### src/rtl/mcb_pkg.sv
package mcb_pkg;
  typedef enum logic {LOAD_LEVEL = 1'b0, LOAD_EDGE = 1'b1} mcb_load_e;
endpackage

### src/rtl/mcb_host_if.sv
module mcb_host_if #(
  parameter int AW = 2,
  parameter int DW = 8,
  parameter mcb_pkg::mcb_load_e LOAD_MODE = mcb_pkg::LOAD_EDGE
) (
  input  logic          clk,
  input  logic          rst,
  input  logic          cs,
  input  logic          wr,
  input  logic [AW-1:0] addr,
  input  logic [DW-1:0] wdata,
  output logic          ld_valid,
  output logic [AW-1:0] ld_addr,
  output logic [DW-1:0] ld_data
);
  logic wr_act;
  assign wr_act = cs & wr;

  generate
    if (LOAD_MODE == mcb_pkg::LOAD_EDGE) begin : g_edge
      logic          wr_q;
      logic [AW-1:0] cap_addr;
      logic [DW-1:0] cap_data;
      always_ff @(posedge clk) begin
        if (rst) begin
          wr_q     <= 1'b0;
          cap_addr <= '0;
          cap_data <= '0;
        end else begin
          wr_q <= wr_act;
          if (wr_act) begin
            cap_addr <= addr;
            cap_data <= wdata;
          end
        end
      end
      assign ld_valid = wr_q & ~wr_act;
      assign ld_addr  = cap_addr;
      assign ld_data  = cap_data;

      // a trailing-edge load never fires while the strobe is still active
      assert_edge_after_strobe_R3: assert property (@(posedge clk) disable iff (rst)
        ld_valid |-> ($past(cs && wr) && !(cs && wr)));
    end else begin : g_level
      assign ld_valid = wr_act;
      assign ld_addr  = addr;
      assign ld_data  = wdata;
    end
  endgenerate
endmodule

### src/rtl/mcb_cell_group.sv
module mcb_cell_group #(
  parameter int W = 8
) (
  input  logic         clk,
  input  logic         rst,
  input  logic         data_hit,
  input  logic         mask_hit,
  input  logic [W-1:0] ld_data,
  input  logic [W-1:0] d,
  input  logic [W-1:0] pre,
  input  logic [W-1:0] clr,
  input  logic [W-1:0] en,
  output logic [W-1:0] q,
  output logic [W-1:0] mask
);
  always_ff @(posedge clk) begin
    if (rst) begin
      q    <= '0;
      mask <= '0;
    end else begin
      if (mask_hit) mask <= ld_data;
      for (int i = 0; i < W; i++) begin
        if (data_hit && !mask[i]) q[i] <= ld_data[i];
        else if (clr[i])          q[i] <= 1'b0;
        else if (pre[i])          q[i] <= 1'b1;
        else if (en[i])           q[i] <= d[i];
      end
    end
  end

  assert_reset_clears_R1: assert property (@(posedge clk)
    rst |=> (q == '0 && mask == '0));

  assert_clear_first_R2: assert property (@(posedge clk) disable iff (rst)
    !data_hit |=> ((q & $past(clr)) == '0));

  assert_load_overrides_R5: assert property (@(posedge clk) disable iff (rst)
    data_hit |=> (((q ^ $past(ld_data)) & $past(~mask)) == '0));

  assert_mask_blocks_R7: assert property (@(posedge clk) disable iff (rst)
    data_hit |=> (((q ^ $past(q)) & $past(mask & ~(clr | pre | en))) == '0));
endmodule

### src/rtl/mcb_readback.sv
module mcb_readback #(
  parameter int GROUPS = 2,
  parameter int W      = 8,
  localparam int AW    = $clog2(2 * GROUPS)
) (
  input  logic                clk,
  input  logic                rst,
  input  logic                rd_act,
  input  logic [AW-1:0]       addr,
  input  logic [GROUPS*W-1:0] q_all,
  input  logic [GROUPS*W-1:0] mask_all,
  output logic [W-1:0]        rdata
);
  logic [W-1:0] sel;

  always_comb begin
    sel = '0;
    for (int g = 0; g < GROUPS; g++) begin
      if (int'(addr) == g)          sel = q_all[g*W +: W];
      if (int'(addr) == GROUPS + g) sel = mask_all[g*W +: W];
    end
  end

  always_ff @(posedge clk) begin
    if (rst)         rdata <= '0;
    else if (rd_act) rdata <= sel;
    else             rdata <= '0;
  end

  assert_idle_bus_zero_R8: assert property (@(posedge clk) disable iff (rst)
    !rd_act |=> (rdata == '0));
endmodule

### src/rtl/macrocell_bank.sv
module macrocell_bank #(
  parameter int GROUPS = 2,
  parameter int W      = 8,
  parameter mcb_pkg::mcb_load_e LOAD_MODE = mcb_pkg::LOAD_EDGE,
  parameter logic [GROUPS*W-1:0] HAS_OE_EQ = '1,
  localparam int N  = GROUPS * W,
  localparam int AW = $clog2(2 * GROUPS)
) (
  input  logic          clk,
  input  logic          rst,
  input  logic          host_cs,
  input  logic [AW-1:0] host_addr,
  input  logic          host_wr,
  input  logic          host_rd,
  input  logic [W-1:0]  host_wdata,
  output logic [W-1:0]  host_rdata,
  input  logic [N-1:0]  int_d,
  input  logic [N-1:0]  int_pre,
  input  logic [N-1:0]  int_clr,
  input  logic [N-1:0]  int_en,
  input  logic [N-1:0]  oe_term,
  input  logic [N-1:0]  dir_bits,
  output logic [N-1:0]  mc_q,
  output logic [N-1:0]  pin_oe
);
  logic          ld_valid;
  logic [AW-1:0] ld_addr;
  logic [W-1:0]  ld_data;
  logic [N-1:0]  mask_all;

  mcb_host_if #(.AW(AW), .DW(W), .LOAD_MODE(LOAD_MODE)) u_host (
    .clk(clk), .rst(rst), .cs(host_cs), .wr(host_wr), .addr(host_addr),
    .wdata(host_wdata), .ld_valid(ld_valid), .ld_addr(ld_addr), .ld_data(ld_data)
  );

  generate
    for (genvar g = 0; g < GROUPS; g++) begin : g_grp
      logic data_hit, mask_hit;
      assign data_hit = ld_valid && (int'(ld_addr) == g);
      assign mask_hit = ld_valid && (int'(ld_addr) == GROUPS + g);
      mcb_cell_group #(.W(W)) u_grp (
        .clk(clk), .rst(rst), .data_hit(data_hit), .mask_hit(mask_hit),
        .ld_data(ld_data),
        .d(int_d[g*W +: W]), .pre(int_pre[g*W +: W]),
        .clr(int_clr[g*W +: W]), .en(int_en[g*W +: W]),
        .q(mc_q[g*W +: W]), .mask(mask_all[g*W +: W])
      );
    end
  endgenerate

  mcb_readback #(.GROUPS(GROUPS), .W(W)) u_rb (
    .clk(clk), .rst(rst), .rd_act(host_cs & host_rd), .addr(host_addr),
    .q_all(mc_q), .mask_all(mask_all), .rdata(host_rdata)
  );

  always_ff @(posedge clk) begin
    if (rst) pin_oe <= ~HAS_OE_EQ;
    else     pin_oe <= ((oe_term | dir_bits) & HAS_OE_EQ) | ~HAS_OE_EQ;
  end

  assert_oe_follows_R9: assert property (@(posedge clk) disable iff (rst)
    1'b1 |=> (((pin_oe ^ $past(oe_term | dir_bits)) & HAS_OE_EQ) == '0));

  assert_default_pin_on_R10: assert property (@(posedge clk)
    $past(rst) |-> ((pin_oe & ~HAS_OE_EQ) == ~HAS_OE_EQ));

  assert_no_cs_no_read_R11: assert property (@(posedge clk) disable iff (rst)
    !host_cs |=> (host_rdata == '0));
endmodule

### config.mk
export PLATFORM = sky130hd
export DESIGN_NAME = macrocell_bank
export DESIGN_NICKNAME = d
export VERILOG_FILES = /design/src/rtl/mcb_pkg.sv /design/src/rtl/mcb_host_if.sv /design/src/rtl/mcb_cell_group.sv /design/src/rtl/mcb_readback.sv /design/src/rtl/macrocell_bank.sv
export SDC_FILE = /design/constraint.sdc
export NUM_CORES = 1
export LEC_CHECK = 0
export ABC_AREA = 1
export ABC_CLOCK_PERIOD_IN_PS = 1100
export BUFFER_PORTS_ARGS = -buffer_cell sky130_fd_sc_hd__buf_2
export CORE_ASPECT_RATIO = 0.8
export CORE_MARGIN = 2
export CORE_UTILIZATION = 47
export DETAILED_ROUTE_END_ITERATION = 6
export PLACE_DENSITY = 0.88
export RECOVER_POWER = 50
export SYNTH_ARGS = -nofsm -noshare
export SYNTH_HDL_FRONTEND = slang
export SYNTH_HIERARCHICAL = 1
export SYNTH_SLANG_ARGS = --single-unit
### constraint.sdc
create_clock -name clk -period 1.1 [get_ports clk]
set_input_delay 0.055 -clock clk [delete_from_list [all_inputs] [get_ports clk]]
set_output_delay 0.055 -clock clk [all_outputs]
set_load 0.03 [all_outputs]
==> reports/metrics.csv, run 1 <==
metric,value,unit
cts_buffers,9,
crit_chain,and2_4 > nand2_2 > nor2_4 > buf_12 > nand2_2 > o21ai_2 > a21oi_2,
required,1.34,ns
yosysWarnings,6,
clockBufferDepth,2,
track_usage,0.275,
insertion_delay,0.35,ns
die_y,77.9,µm
place_area,3970,µm²
gp_congestion,0.807,
worst_setup_path_end_kind,flop,
grt_pass1_wl,16000,µm
dr.first_iter.drc_count,389,
layout_min_cycle_time,1.19,ns
ioPinCount,151,
drt_wl_total,10200,µm
cp_slowest_stage_delay,0.31,ns
intPower,0.00395,W
arrival,1.43,ns
async_flop_share,0,
cp_top_family,simple AND/OR/NAND/NOR gates,
tightest_slew,0.796,ns
root_buffer,clkbuf_8,
synth_flop_cell,dfxtp_1,
path_buf_inv,1,
diodes,0,
ant_nets,0,
min_path_cells,4,
rsz0062_at_grt,true,
hold-worst-slack,0.00554,ns
ir_drop,0.995,mV
crit_cells,7,
power,0.00552,W
drv_slew,0,
netlist_instances,457,
h-tree-depth,3,
place_ws,-0.0897,ns
max_freq,0.837,GHz
synth_common_cells,"nand2_1, inv_1, nor2_1",
ys_seq_area_frac,0.418,
fin_setup_tns,-0.753,ns
violations,negative setup slack,
rr_worst_depth,7,
grt_max_degree,22,
core,6510,µm²
cellPowerDensity,1160,nW/µm²
fin_ws,-0.0941,ns
ys_ff_latch,67,
post-route-period-util,1.09,
syn_area,3210,µm²
grt_pass1_vias,3688,
yosysMostFrequentCell,nand2_1,
slew_headroom,0.470,
switching_share,0.285,
power_frac_seq,0.480,
antenna_found_initial,0,
yosysTopAreaCellShare,0.418,
fill_cells,491,
design_area,4770,µm²
syn_area_per_cell,7.03,µm²
synth_edf_count,0,
start_util,0.493,
cts_num_sinks,67,
io_buffer_count,150,
drc_errors,0,
nNetsFinal,782,
die_w,96.4,µm
rows,26,
overflow,0,
power.net_switching,0.00157,W
slowest_stage,dfxtp_1,
synth_fp_nets,568,
syn2layout_area_growth,48.5,%
drt_pass1_iterations,5,
power_frac_comb,0.196,
yosysTopAreaCell,dfxtp_1,
ys_types,21,
clk_pin_slew,0.06,ns
critPathKind,reg2reg,
dp_hpwl,6340,µm
drive_gt1_frac,0.335,
wl_per_cell,13.5,µm
setup_violations,29,
critPathMaxFanout,8,
clock_skew,0.00798,ns
hp-class,in2reg,
timing.critical_path.mode_cell,nand2_2,
leakage,2.49,nW
cts_tree,built,
synth.area.top_cells,"dfxtp_1, nand2_1, inv_1",
status,"finished, violations left",
drv_cap,0,
die_area,7510,µm²
clockPowerShare,0.324,
hold_violations,0,
via_per_inst,4.88,
vias,3696,
start_kind,flop,
power by group through the flow:
stage / combinational (W) / clock, W / sequential (W)
final: 0.00108 / 0.00179 / 0.00265
after CTS: 0.00105 / 0.00180 / 0.00264
after floorplan: 0.000402 / 0 / 0.00283
after detailed placement: 0.000893 / 0 / 0.00269
after global routing: 0.00119 / 0.00193 / 0.00266
after global placement: 0.000862 / 0 / 0.00269
path summary, 6_finish.rpt:
| kind | end | start | slack, ns |
|---|---|---|---|
| worst max-delay path | g_grp[1].u_grp/q[4] | u_host/g_edge.wr_q | -0.09 |
| worst min register to register | g_grp[0].u_grp/mask[2] | g_grp[0].u_grp/mask[2] | 0.50 |
| worst max register to register | g_grp[1].u_grp/q[4] | u_host/g_edge.wr_q | -0.09 |
| worst min-delay path | g_grp[0].u_grp/q[0] | int_clr[0] | 0.006 |
logic make-up (layout without fill, tap and decap cells):
kind of cell,count (synthesis),after routing,synth area share
AND/OR/NAND/NOR,213,213,0.273
buffers and inverters,105,322,0.159
AO/OA/AOI/OAI,72,72,0.150
flip-flops,67,67,0.418
routing by layer:
| layer | track usage | vias up | share of wire |
|---|---|---|---|
| li1 | - | 1809 | - |
| met1 | 0.304 | 1672 | 0.38 |
| met2 | 0.505 | 180 | 0.51 |
| met3 | 0.0699 | 35 | 0.079 |
| met4 | 0.0901 | 0 | 0.027 |
| met5 | 0 | - | 0 |
layout make-up:
cell class,instances,area (µm²),share of cell area
clock buffers,12,155,0.0325
clock inverters,2,12.5,0.00262
inverters,93,365,0.0766
multi-input cells,285,1410,0.295
flip-flops and latches,67,1340,0.282
well taps,84,105,0.0220
repair buffers,215,1380,0.289
flip-flops by register name, summed over array words and instances (netlist names):
name,flops
g_grp.u_grp/mask,16
g_grp.u_grp/q,16
pin_oe,16
u_host/g_edge.wr_q,1
u_host/ld_addr,2
u_host/ld_data,8
u_rb/rdata,8
metrics by stage:
stage / instances / util
after global routing: 758 / 0.733
after floorplan: 457 / -
after detailed placement: 685 / 0.609
final: 758 / 0.733
after global placement: 685 / 0.609
after CTS: 757 / 0.728
placed cells by master, fill, tap and decap left out:
master         netlist  layout
dfxtp_1             67      66
nor2_4               0       1
nor2_1              69      67
nand2_2              9      12
buf_2                1     142
dfxtp_2              0       1
clkbuf_1             0      10
clkbuf_8             0      11
buf_6                7       1
bufinv_8             1       1
inv_2                2       2
nand2_1             97      90
a21oi_2             12      12
o21ai_2             20      20
dlygate4sd3_1        0      55
buf_12               2       1
inv_1               88      88
nor2_2               5       6
a21oi_1             20      20
nand3_1             32      32
and2_4               0       1
nand2_4              0       4
clkinv_2             2       3
o21ai_0             18       9
buf_4                1       7
o21ai_1              2      11
clkinvlp_4           0       1
what timing repair did:
item | in CTS | in global routing
resized for setup | 14 | 16
hold buffers | 55 | 0
endpoints found under the setup margin | 23 | 32
setup buffers | 3 | 1
endpoints found under the hold margin | 39 | 0
gates cloned | 0 | 0
pin swaps | 8 | 2
worst min-delay path: cells and delay by family:
kind | cells | cell delay (ns)
buffers and inverters | 2 | 0.11
AND/OR/NAND/NOR | 1 | 0.07
AO/OA/AOI/OAI | 1 | 0.06
Note: power is estimated with default switching activity, not from simulation.
==> run 2: changes to the inputs <==
--- a/config.mk
+++ b/config.mk
@@ -8,11 +8,11 @@
 export ABC_AREA = 1
 export ABC_CLOCK_PERIOD_IN_PS = 1100
 export BUFFER_PORTS_ARGS = -buffer_cell sky130_fd_sc_hd__buf_2
-export CORE_ASPECT_RATIO = 0.8
+export CORE_ASPECT_RATIO = 0.9
 export CORE_MARGIN = 2
-export CORE_UTILIZATION = 47
+export CORE_UTILIZATION = 40
 export DETAILED_ROUTE_END_ITERATION = 6
-export PLACE_DENSITY = 0.88
+export PLACE_DENSITY = 0.77
 export RECOVER_POWER = 50
 export SYNTH_ARGS = -nofsm -noshare
 export SYNTH_HDL_FRONTEND = slang
==> reports/metrics.csv, run 2 (synthesis gave the netlist of run 1 again) <==
metric,value,unit
clk_pin_slew,0.07,ns
root_buffer,clkbuf_8,
grt_pass1_wl,14500,µm
ioPinCount,151,
setup_violations,18,
h-tree-depth,3,
status,"finished, violations left",
antenna_found_initial,0,
final_cell_mix,"buf_2, nand2_1, inv_1",
required,1.33,ns
worst_setup_path_end_kind,flop,
final_common_cell,buf_2,
power.net_switching,0.00159,W
drt_pass1_iterations,5,
stdcell_count,774,
nNetsFinal,784,
max_freq,0.858,GHz
critPathMaxFanout,8,
tightest_slew,0.377,ns
rsz0062_at_grt,true,
cellPowerDensity,1220,nW/µm²
cts_num_sinks,67,
drv_cap,0,
syn2layout_area_growth,50.9,%
layout_min_cycle_time,1.17,ns
drive_gt1_frac,0.341,
intPower,0.00430,W
diodes,0,
gp_congestion,0.814,
clockPowerShare,0.370,
drc_errors,0,
insertion_delay,0.35,ns
cts_buffers,9,
power_frac_comb,0.181,
track_usage,0.208,
hp-class,in2reg,
dp_hpwl,6180,µm
grt_pass1_vias,3384,
leakage,2.52,nW
ir_drop,0.966,mV
cp_slowest_stage_delay,0.31,ns
rows,30,
hold-worst-slack,0.0409,ns
clock_skew,0.00865,ns
fin_ws,-0.0654,ns
io_buffer_count,150,
start_kind,flop,
via_per_inst,4.44,
dr.first_iter.drc_count,106,
post-route-period-util,1.06,
reg_top3,"g_grp.u_grp/mask: 16 flops, g_grp.u_grp/q: 16 flops, pin_oe: 16 flops",
die_w,98.4,µm
start_util,0.419,
grt_max_degree,22,
critPathKind,reg2reg,
ant_nets,0,
core,7660,µm²
dp.cells,697,
clockBufferDepth,2,
die_y,89.0,µm
power_frac_seq,0.448,
arrival,1.40,ns
slew_headroom,0.750,
cts_tree,built,
violations,negative setup slack,
drt_wl_total,9280,µm
path_buf_inv,1,
cp_top_family,simple AND/OR/NAND/NOR gates,
overflow,0,
die_area,8760,µm²
wl_per_cell,12.0,µm
slowest_stage,dfxtp_2,
hold_violations,0,
crit_chain,and2_4 > nand2_2 > nor2_2 > buf_6 > nand2_1 > o21ai_2 > a21oi_1,
switching_share,0.270,
vias,3436,
drv_slew,0,
==> run 2: what timing repair did <==
item	4_1_cts	5_1_grt
hold buffers	56	0
setup buffers	5	0
setup endpoints to repair	23	39
gates resized for setup	10	25
hold endpoints to repair	40	0
pin swaps	9	10
==> run 2: metal layers <==
layer  track usage  vias to the layer above  part of all wire
met5             0                        -                 0
met4        0.0772                        0             0.021
met3        0.0555                       18             0.059
met2         0.398                      109              0.51
met1         0.222                     1493              0.41
li1              -                     1816                 -
==> run 2: cell type report <==
class | instances | area, µm²
fillers | 676 | 2810
multi-input cells | 285 | 1430
repair buffers | 217 | 1390
flip-flops and latches | 67 | 1340
inverters | 93 | 355
clock buffers | 11 | 131
well taps | 96 | 120
clock inverters | 5 | 77.6
==> run 2: worst register-to-register path, cell delays in order (launching register included) <==
cell and delay (ns):
dfxtp_2 0.31, and2_4 0.15, nand2_2 0.06, nor2_2 0.09, buf_6 0.17, nand2_1 0.10, o21ai_2 0.12, a21oi_1 0.05
==> run 2: per-stage QoR <==
stage	util	cell area, µm²	TNS (ns)	worst slack [ns]	power [W]
final	0.633	4850	-0.493	-0.0654	0.00589
after global routing	0.633	4850	-2.22	-0.128	0.00614
after CTS	0.629	4820	-0.315	-0.0333	0.00590
after detailed placement	0.520	3980	-0.321	-0.0437	0.00358
after global placement	0.520	3980	-0.00527	-0.00527	0.00356
after floorplan	-	3210	0	0.0594	0.00323
==> run 2: power by group through the flow <==
| stage | Clock, W | Combinational (W) | Sequential (W) |
|---|---|---|---|
| floorplan | 0 | 0.000402 | 0.00283 |
| global placement | 0 | 0.000867 | 0.00269 |
| detailed placement | 0 | 0.000891 | 0.00269 |
| CTS | 0.00221 | 0.00105 | 0.00264 |
| global route | 0.00231 | 0.00118 | 0.00265 |
| finish | 0.00218 | 0.00107 | 0.00264 |
==> run 2: worst paths after layout <==
path         depth (start not counted)                endpoint                   start  slack (ns)
min reg2reg                          2  g_grp[0].u_grp/mask[5]  g_grp[0].u_grp/mask[5]        0.49
min                                  4     g_grp[1].u_grp/q[6]             int_clr[14]        0.04
max reg2reg                          7     g_grp[1].u_grp/q[7]      u_host/g_edge.wr_q       -0.07
max                                  7     g_grp[1].u_grp/q[7]      u_host/g_edge.wr_q       -0.07
==> run 3: changes to the inputs <==
--- a/config.mk
+++ b/config.mk
@@ -11,6 +11,8 @@
 export CORE_ASPECT_RATIO = 0.9
 export CORE_MARGIN = 2
 export CORE_UTILIZATION = 40
+export CTS_BUF_LIST = sky130_fd_sc_hd__clkbuf_8
+export CTS_CLUSTER_DIAMETER = 200
 export DETAILED_ROUTE_END_ITERATION = 6
 export PLACE_DENSITY = 0.77
 export RECOVER_POWER = 50
==> reports/metrics.csv, run 3 (synthesis gave the netlist of run 1 again) <==
metric,value,unit
clk_pin_slew,0.06,ns
grt_pass1_wl,14500,µm
io_buffer_count,150,
worst_r2r_endpoint,g_grp[1].u_grp/q[7],
power,0.00587,W
clockPowerShare,0.368,
critPathMaxFanout,8,
tightest_slew,0.377,ns
arrival,1.39,ns
switching_share,0.270,
dp_hpwl,6180,µm
h-tree-depth,3,
nNetsFinal,784,
final_common_cell,buf_2,
rsz0062_at_grt,true,
diodes,0,
setup_violations,18,
leakage,2.53,nW
grt_max_degree,22,
ant_nets,0,
die_y,89.0,µm
violations,negative setup slack,
drc_errors,0,
grtUsageMet1,0.222,
multi_input_area,1430,µm²
root_buffer,clkbuf_8,
overflow,0,
hold_violations,0,
r2r_slack,-0.06,ns
start_util,0.419,
drv_slew,0,
drv_cap,0,
r2r_start,u_host/g_edge.wr_q,
wl_per_cell,11.9,µm
min_path_cells,4,
final_cell_mix,"buf_2, inv_1, nand2_1",
reg_top3,"g_grp.u_grp/mask: 16 flops, g_grp.u_grp/q: 16 flops, pin_oe: 16 flops",
clock_skew,0.00949,ns
min_from,int_clr[14],
critPathKind,reg2reg,
cts_num_sinks,67,
required,1.33,ns
hold_end,g_grp[1].u_grp/q[6],
place_ws,-0.0437,ns
grt.met3_usage,0.0555,
seq_area,1340,µm²
fin_ws,-0.0621,ns
core,7660,µm²
drt_pass1_iterations,4,
track_usage,0.208,
vias,3447,
drt_wl_total,9250,µm
max_freq,0.861,GHz
cellPowerDensity,1210,nW/µm²
slew_headroom,0.750,
hp-class,in2reg,
worst_setup_path_end_kind,flop,
layout_min_cycle_time,1.16,ns
gp_congestion,0.814,
rr_worst_depth,7,
intPower,0.00428,W
antenna_found_initial,0,
ioPinCount,151,
power_frac_comb,0.182,
die_area,8760,µm²
cts_tree,built,
die_w,98.4,µm
clockBufferDepth,2,
via_per_inst,4.45,
ir_drop,0.969,mV
start_kind,flop,
rows,30,
busiest_layer,met2,
power_frac_seq,0.450,
status,"finished, violations left",
cts_buffers,9,
insertion_delay,0.35,ns
drive_gt1_frac,0.341,
syn2layout_area_growth,50.9,%
power.net_switching,0.00158,W
grt_pass1_vias,3384,
fill_cells,676,
post-route-period-util,1.06,
use_met2,0.398,
dr.first_iter.drc_count,105,
run 3: worst max-delay path, cell delays in order (launching register included):
cell	delay (ns)
dfxtp_2	0.31
and2_4	0.15
nand2_2	0.06
nor2_2	0.09
buf_6	0.17
nand2_1	0.10
o21ai_2	0.12
a21oi_1	0.05
run 3: cell type report:
class | instances | share of cell area
Clock buffer | 9 | 0.0256
Clock inverter | 7 | 0.0176
Inverter | 93 | 0.0733
Multi-Input combinational cell | 285 | 0.294
Sequential cell | 67 | 0.277
Tap cell | 96 | 0.0248
Timing Repair Buffer | 217 | 0.287
run 3: stage by stage:
step                 util  std cells  hold slack, ns  area [µm²]  TNS [ns]
floorplan               -        457           0.127        3210         0
global placement    0.520        697           0.256        3980  -0.00527
detailed placement  0.520        697           0.263        3980    -0.321
CTS                 0.629        774          0.0181        4820    -0.313
global route        0.633        774          0.0547        4850     -2.22
finish              0.633        774          0.0205        4850    -0.445
run 3: metal layers:
layer  wire length, µm  vias up
li1                  -     1818
met1              3650     1495
met2              4760      116
met3               631       18
met4               197        0
met5                 0        -
run 3: worst max path at each step:
| stage | slack, ns | start | to | cells after the start |
|---|---|---|---|---|
| floorplan | 0.06 | u_host/g_edge.wr_q | g_grp[1].u_grp/q[4] | 7 |
| global placement | -0.005 | u_host/g_edge.wr_q | g_grp[1].u_grp/q[3] | 7 |
| detailed placement | -0.04 | u_host/g_edge.wr_q | g_grp[1].u_grp/q[2] | 7 |
| CTS | -0.03 | u_host/g_edge.wr_q | g_grp[1].u_grp/q[6] | 7 |
| global route | -0.13 | u_host/g_edge.wr_q | g_grp[0].u_grp/q[2] | 7 |
| finish | -0.06 | u_host/g_edge.wr_q | g_grp[1].u_grp/q[7] | 7 |
run 3: repair_timing:
| item | in CTS | in global routing |
|---|---|---|
| hold endpoints to repair | 40 | 0 |
| hold buffers | 56 | 0 |
| buffers inserted | 5 | 0 |
| resized for setup | 10 | 25 |
| endpoints found under the setup margin | 23 | 39 |
| cloned | 0 | 0 |
| pin swaps | 9 | 10 |
run 3: power groups by stage:
stage	logic, W	registers [W]	clock network, W
2_1_floorplan	0.000402	0.00283	0
3_3_place_gp	0.000867	0.00269	0
3_5_place_dp	0.000891	0.00269	0
4_1_cts	0.00105	0.00264	0.00219
5_1_grt	0.00118	0.00265	0.00229
6_report	0.00107	0.00264	0.00216
